### src/rtl/efc_pkg.sv
package efc_pkg;

    // Channel indices into the per-input arrays
    localparam int CH_UNK = 0;
    localparam int CH_SYN = 1;
    localparam int NUM_CH = 2;

    // Verdict held by the decision machine
    typedef enum logic [0:0] {
        VERDICT_LOWER = 1'b0,
        VERDICT_RAISE = 1'b1
    } verdict_e;

endpackage

### src/rtl/efc_sync_edge.sv
module efc_sync_edge #(
    parameter int STAGES = 2
) (
    input  logic clk,
    input  logic rst_n,
    input  logic async_in,
    output logic rise
);

    logic [STAGES-1:0] chain_q;
    logic              last_q;

    // Synchronizer chain, then one history flop for edge detection
    always_ff @(posedge clk or negedge rst_n) begin
        if (!rst_n) begin
            chain_q <= '0;
            last_q  <= 1'b0;
        end else begin
            chain_q <= {chain_q[STAGES-2:0], async_in};
            last_q  <= chain_q[STAGES-1];
        end
    end

    assign rise = chain_q[STAGES-1] & ~last_q;

endmodule

### src/rtl/efc_sat_counter.sv
module efc_sat_counter #(
    parameter int LIMIT = 2,
    parameter int CW    = $clog2(LIMIT + 1)
) (
    input  logic          clk,
    input  logic          rst_n,
    input  logic          inc,
    input  logic          clr,
    output logic [CW-1:0] cnt,
    output logic          hit
);

    localparam logic [CW-1:0] TOP_V = CW'(LIMIT);
    localparam logic [CW-1:0] PRE_V = CW'(LIMIT - 1);

    logic [CW-1:0] cnt_q;
    logic [CW-1:0] cnt_d;

    // A coincident edge closes the old window (hit) and opens the new one at 1
    always_comb begin
        cnt_d = cnt_q;
        if (clr) begin
            cnt_d = inc ? CW'(1) : '0;
        end else if (inc && (cnt_q != TOP_V)) begin
            cnt_d = cnt_q + CW'(1);
        end
    end

    always_ff @(posedge clk or negedge rst_n) begin
        if (!rst_n) begin
            cnt_q <= '0;
        end else begin
            cnt_q <= cnt_d;
        end
    end

    assign hit = inc && (cnt_q == PRE_V);
    assign cnt = cnt_q;

endmodule

### src/rtl/efc_verdict_fsm.sv
module efc_verdict_fsm
    import efc_pkg::*;
(
    input  logic clk,
    input  logic rst_n,
    input  logic hit_up,
    input  logic hit_down,
    output logic raise_cmd,
    output logic raise_evt,
    output logic lower_evt
);

    verdict_e state_q;
    verdict_e state_d;
    logic     raise_evt_q;
    logic     lower_evt_q;

    always_comb begin
        state_d = state_q;
        unique case (state_q)
            VERDICT_LOWER: if (hit_up && !hit_down) state_d = VERDICT_RAISE;
            VERDICT_RAISE: if (hit_down && !hit_up) state_d = VERDICT_LOWER;
        endcase
    end

    // State register
    always_ff @(posedge clk or negedge rst_n) begin
        if (!rst_n) begin
            state_q <= VERDICT_LOWER;
        end else begin
            state_q <= state_d;
        end
    end

    // Event outputs, registered so that they line up with the state change
    always_ff @(posedge clk or negedge rst_n) begin
        if (!rst_n) begin
            raise_evt_q <= 1'b0;
            lower_evt_q <= 1'b0;
        end else begin
            raise_evt_q <= hit_up && !hit_down;
            lower_evt_q <= hit_down && !hit_up;
        end
    end

    assign raise_cmd = (state_q == VERDICT_RAISE);
    assign raise_evt = raise_evt_q;
    assign lower_evt = lower_evt_q;

endmodule

### src/rtl/edge_count_freq_cmp.sv
module edge_count_freq_cmp
    import efc_pkg::*;
#(
    parameter int SYNC_STAGES = 2,
    parameter int TRIG_COUNT  = 2
) (
    input  logic clk,
    input  logic rst_n,
    input  logic unk_in,
    input  logic syn_in,
    output logic raise_cmd,
    output logic raise_evt,
    output logic lower_evt
);

    localparam int CNT_W = $clog2(TRIG_COUNT + 1);

    logic [NUM_CH-1:0] raw_in;
    logic [NUM_CH-1:0] rise;
    logic [NUM_CH-1:0] hit;
    logic [CNT_W-1:0]  cnt [NUM_CH];
    logic [CNT_W-1:0]  cnt_unk;
    logic [CNT_W-1:0]  cnt_syn;

    assign raw_in[CH_UNK] = unk_in;
    assign raw_in[CH_SYN] = syn_in;

    // Each channel counts its own edges and is cleared by the other channel
    for (genvar g = 0; g < NUM_CH; g++) begin : g_ch
        efc_sync_edge #(
            .STAGES (SYNC_STAGES)
        ) u_sync (
            .clk      (clk),
            .rst_n    (rst_n),
            .async_in (raw_in[g]),
            .rise     (rise[g])
        );

        efc_sat_counter #(
            .LIMIT (TRIG_COUNT),
            .CW    (CNT_W)
        ) u_cnt (
            .clk   (clk),
            .rst_n (rst_n),
            .inc   (rise[g]),
            .clr   (rise[NUM_CH-1-g]),
            .cnt   (cnt[g]),
            .hit   (hit[g])
        );
    end

    assign cnt_unk = cnt[CH_UNK];
    assign cnt_syn = cnt[CH_SYN];

    efc_verdict_fsm u_fsm (
        .clk       (clk),
        .rst_n     (rst_n),
        .hit_up    (hit[CH_UNK]),
        .hit_down  (hit[CH_SYN]),
        .raise_cmd (raise_cmd),
        .raise_evt (raise_evt),
        .lower_evt (lower_evt)
    );

endmodule

### config.mk
export PLATFORM = sky130hd
export DESIGN_NAME = edge_count_freq_cmp
export DESIGN_NICKNAME = d
export VERILOG_FILES = /design/src/rtl/efc_pkg.sv /design/src/rtl/efc_sync_edge.sv /design/src/rtl/efc_sat_counter.sv /design/src/rtl/efc_verdict_fsm.sv /design/src/rtl/edge_count_freq_cmp.sv
export SDC_FILE = /design/constraint.sdc
export NUM_CORES = 1
export LEC_CHECK = 0
export BUFFER_PORTS_ARGS = -buffer_cell sky130_fd_sc_hd__buf_2
export CAP_MARGIN = 40
export CORE_AREA = 2 2 39 41
export DETAILED_ROUTE_END_ITERATION = 10
export DIE_AREA = 0 0 41 43
export HOLD_SLACK_MARGIN = 0.06
export MAX_ROUTING_LAYER = met4
export PLACE_DENSITY = 0.63
export SYNTH_ARGS = -nofsm -noshare
export SYNTH_HDL_FRONTEND = slang
export SYNTH_SLANG_ARGS = --single-unit
### constraint.sdc
create_clock -name clk -period 1.4 [get_ports clk]
set_input_delay 0.28 -clock clk [delete_from_list [all_inputs] [get_ports clk]]
set_output_delay 0.28 -clock clk [all_outputs]
set_load 0.05 [all_outputs]
Yosys cells after proc, flatten, opt, wreduce, memory -nomap -nowiden
Index checks and enable logic that the tools add are counted.
- word-level logic and storage cells: 39
- input port bits: 4
- output and inout port bits: 3
- bits in registers: 13
- multiplexer cells: 9
- bitwise operators: 5
- reductions and logical operators: 10
- equal/unequal tests: 4
- $add $sub $neg: 2
- operators with widths (operator ; count):
    $mux 2 ; 4
    $logic_and 1x1->1 ; 6
    $add 2x1->2 const B ; 2
    $eq 2x1->1 const B ; 2
    $mux 1 ; 4
    $ne 2x2->1 const B ; 2
    $reduce_bool 2->1 ; 2
    $not 1->1 ; 3
    $and 1x1->1 ; 2
    $logic_not 1->1 ; 2
    $pmux 1 s2 ; 1

Depth between registers and ports, before layout
- depth after elaboration: 7
- gate-level depth with buffers: 5
- gate-level depth less buffers: 5

Cells and area by module
From an unflattened synthesis, not the netlist that was laid out.
- cells, all modules: 41
- area, all modules: 535.5 um2
- by module, submodules not included (module ; cells each ; sequential area each (um2) ; times used ; area an instance (um2)):
    efc_sat_counter ; 13 ; 50.0 ; 2 ; 127.6
    efc_sync_edge ; 4 ; 75.1 ; 2 ; 88.8
    efc_verdict_fsm ; 7 ; 75.1 ; 1 ; 102.6

Worst setup path after synthesis
Ideal clock, no wire load.
- path kind: register to register
- start: register g_ch[0].u_cnt.cnt_q[0]
- end: register g_ch[0].u_cnt.cnt_q[1]
- cell stages (with the launch flop): 5
- buffers on the path: 0
- path slack: 0.187 ns
- clock period less this slack: 1.213 ns
- required time: 1.323 ns
- setup time: 0.077 ns
- data arrival time: 1.136 ns
- cells stage by stage: dfrtp_1 > inv_1 > ha_1 > or3_1 > a21oi_1
- word-level cells in the longest chain between the ends: 3
- elaborated cells between the ends (all ways): 6
- those cells by class: 1 x add/sub; 1 x eq/ne; 2 x mux; 2 x reduce/logical
- ends and longest elaborated chain (element ; line ; RTL):
    start: declaration ; efc_sat_counter.sv:16 ; logic [CW-1:0] cnt_q;
    start signal: assignment ; efc_sat_counter.sv:33 ; cnt_q <= cnt_d;
    $add 2x1->2 / $ne 2x2->1 (equally long branches) ; efc_sat_counter.sv:25, efc_sat_counter.sv:24 ;
    $mux 2 / $logic_and 1x1->1 (equally long branches) ; efc_sat_counter.sv:24 ; end else if (inc && (cnt_q != TOP_V)) begin
    $mux 2 / $reduce_bool 2->1 (equally long branches) ; n/a ;
Several ways; a longest one is shown, not always the timed one. The select of a mux whose other input is x is not followed.
A chain may end at the register's enable or synchronous reset.

Worst setup path after layout
Same ends and word-level chain as after synthesis.

==> flow_metrics.env <==
export IMPL_status="complete, no violations"
export IMPL_syn_to_final_growth_pct=15.8
export IMPL_fin_util_pct=45.8
export IMPL_slew_viol_final=0
export IMPL_grt_antenna_before_repair=0
export IMPL_coreArea_um2=1380
export IMPL_synth_area_leader_cell="dfrtp_1"
export IMPL_worst_hold_slack_ps=121
export IMPL_grt_max_degree=14
export IMPL_synthCells=44
export IMPL_final_antenna_net_count=0
export IMPL_max_slew_margin_pct=81.7
export IMPL_p_leak_nw=0.313
export IMPL_cp_max_fo=4
export IMPL_cts_root_buf="clkbuf_4"
export IMPL_route_detailed_drc=0
export IMPL_cts_htree_levels=1
export IMPL_finalNonFillerCells=71
export IMPL_cts_tree="built"
export IMPL_synth_flop_cell="dfrtp_1"
export IMPL_routed_wl_um=698
export IMPL_cts_buffers=3
export IMPL_skew_ps=6.12
export IMPL_wl_per_cell_um=9.83
export IMPL_yosysSeqAreaShare_pct=59.5
export IMPL_hp_class="input port to flip-flop"
export IMPL_nNetsFinal=64
export IMPL_overflow=0
export IMPL_start_util_pct=39.5
export IMPL_clock_sinks=13
export IMPL_num_io_pins=7
export IMPL_ys_types=15
export IMPL_synth_top_area_share_pct=59.5
export IMPL_period_share_pct=93.3
export IMPL_syn_area_um2=547
export IMPL_clk_pin_slew_ps=70
export IMPL_dr_pass1_iters=4
export IMPL_period_needed_ps=1310
export IMPL_grt_setup_unrepaired="false"
export IMPL_r2r_setup_slack_ps=90
export IMPL_worstSetupEndpointType="flip-flop"
export IMPL_syn_nets=52
export IMPL_track_usage_pct=11.7
export IMPL_worst_pin_slew_ps=274
export IMPL_synth_seq_cells=13
export IMPL_grt_pass1_wl_mm=1.29
export IMPL_yosys_warnings=0
export IMPL_gp_congestion=0.793
export IMPL_hpwl_um=536
export IMPL_placed_cells=66
export IMPL_syn_avg_cell_area_um2=12.4
export IMPL_fp_dieArea_um2=1760
export IMPL_die_h_um=43
export IMPL_grt_pass1_vias=306
export IMPL_num_vias=329
export IMPL_worstPathArrival_ps=1500
export IMPL_setup_tns_final_ps=0
export IMPL_clockBufferDepth=2
export IMPL_ys_async_sr_fraction_pct=100
export IMPL_start_kind="flip-flop"
export IMPL_vias_per_cell=4.63
export IMPL_die_w_um=41
export IMPL_antennaDiodeCount=0
export IMPL_critPathKind="flip-flop to flip-flop"
export IMPL_rows=14
export IMPL_port_buffers=6
export IMPL_hold_viol=0
export IMPL_clock_latency_ps=270
export IMPL_p_per_area_nw_per_um2=1420
export IMPL_drv_cap=0
export IMPL_setup_viol=0
export IMPL_fmax_ghz=0.766
export IMPL_worstPathRequired_ps=1590
export IMPL_vdd_drop_max_v=0.000618
export IMPL_drt_iter0_drc=10
export IMPL_synth_edf_count=0
export IMPL_synth_area_leaders="dfrtp_1, ha_1, nand2b_4, o21ai_0, inv_1"
export IMPL_drive_above_1_share_pct=27.3
==> through the flow <==
step                      cell area [um^2]  power (mW)  worst slack (ps)
after floorplan                        547       0.635               187
after global placement                 597       0.684               148
after detailed placement               597       0.690               112
after CTS                              633       0.922              95.1
after global routing                   633       0.969              34.7
final                                  633       0.900              94.3
==> cell type report <==
class / count / area (um^2)
Clock buffer: 4 / 26.3
Multi-Input combinational cell: 27 / 206
Timing Repair Buffer: 7 / 40.0
Fill cell: 118 / 751
Tap cell: 16 / 20.0
Sequential cell: 13 / 325
Inverter: 4 / 15.0
==> logic make-up (layout without fill, tap and decap cells) <==
kind of cell,count (synthesis),in the layout,share of synthesized area [%]
AOI/OAI and AO/OA,8,8,8.24
DFF,13,13,59.5
buffers and inverters,4,15,2.75
adders and majority gates,5,5,11.2
and+or+nand+nor,14,14,18.3
==> sequential cells by signal (all words and copies together), names as in the netlist <==
signal / flops
g_ch.u_sync.last_q: 2
g_ch.u_cnt.cnt: 4
u_fsm.lower_evt: 1
u_fsm.raise_cmd: 1
u_fsm.raise_evt: 1
g_ch.u_sync.chain_q: 4
==> routing by layer <==
layer / global-route usage (%) / routed length (um)
met5: - / 0
met4: 4.00 / 4
met3: 7.85 / 39
met2: 16.9 / 328
met1: 12.4 / 325
==> final timing paths <==
path / startpoint / to / cells past startpoint
worst max-delay path: g_ch[0].u_cnt.cnt[0] / g_ch[0].u_cnt.cnt[1] / 4
worst min-delay path: unk_in / g_ch[0].u_sync.chain_q[0] / 1
worst max register to register: g_ch[0].u_cnt.cnt[0] / g_ch[0].u_cnt.cnt[1] / 4
worst min register to register: g_ch[0].u_sync.chain_q[0] / g_ch[0].u_sync.chain_q[1] / 0
max in group asynchronous: rst_n / g_ch[1].u_sync.chain_q[0] / 2
min in group asynchronous: rst_n / g_ch[0].u_cnt.cnt[1] / 2
==> repair_timing <==
| item | CTS | global route |
|---|---|---|
| gates resized for setup | 0 | 0 |
| endpoints found under the hold margin | 13 | 0 |
| buffers inserted | 0 | 0 |
| hold buffers | 1 | 0 |
==> power by group <==
group	switching, mW	internal, mW
clock	0.107	0.110
sequential	0.0364	0.427
combinational	0.138	0.0812
total	0.281	0.619
==> Yosys cell counts, types with 2 or more instances <==
cell type	instances
ha_1	4
inv_1	4
nor2_1	3
a21oi_1	2
o211ai_1	2
dfrtp_1	13
nand2b_4	2
or3_1	2
nand2_1	3
o21ai_0	4
==> placed cells by master, fill, tap and decap left out, drive strengths merged <==
cell,n
a21oi,2
and2,2
and2b,1
buf,6
clkbuf,4
dfrtp,13
dlygate4sd3,1
ha,4
inv,4
maj3,1
nand2,3
nand2b,2
nor2,3
nor2b,1
o211ai,2
o21ai,4
or3,2
==> worst max-delay path, stage by stage (launching register included) <==
cell     delay [ps]
dfrtp_1         400
inv_1            60
ha_1            280
or3_1           360
a21oi_1         140
No activity file was read; power rests on OpenSTA's default activity.
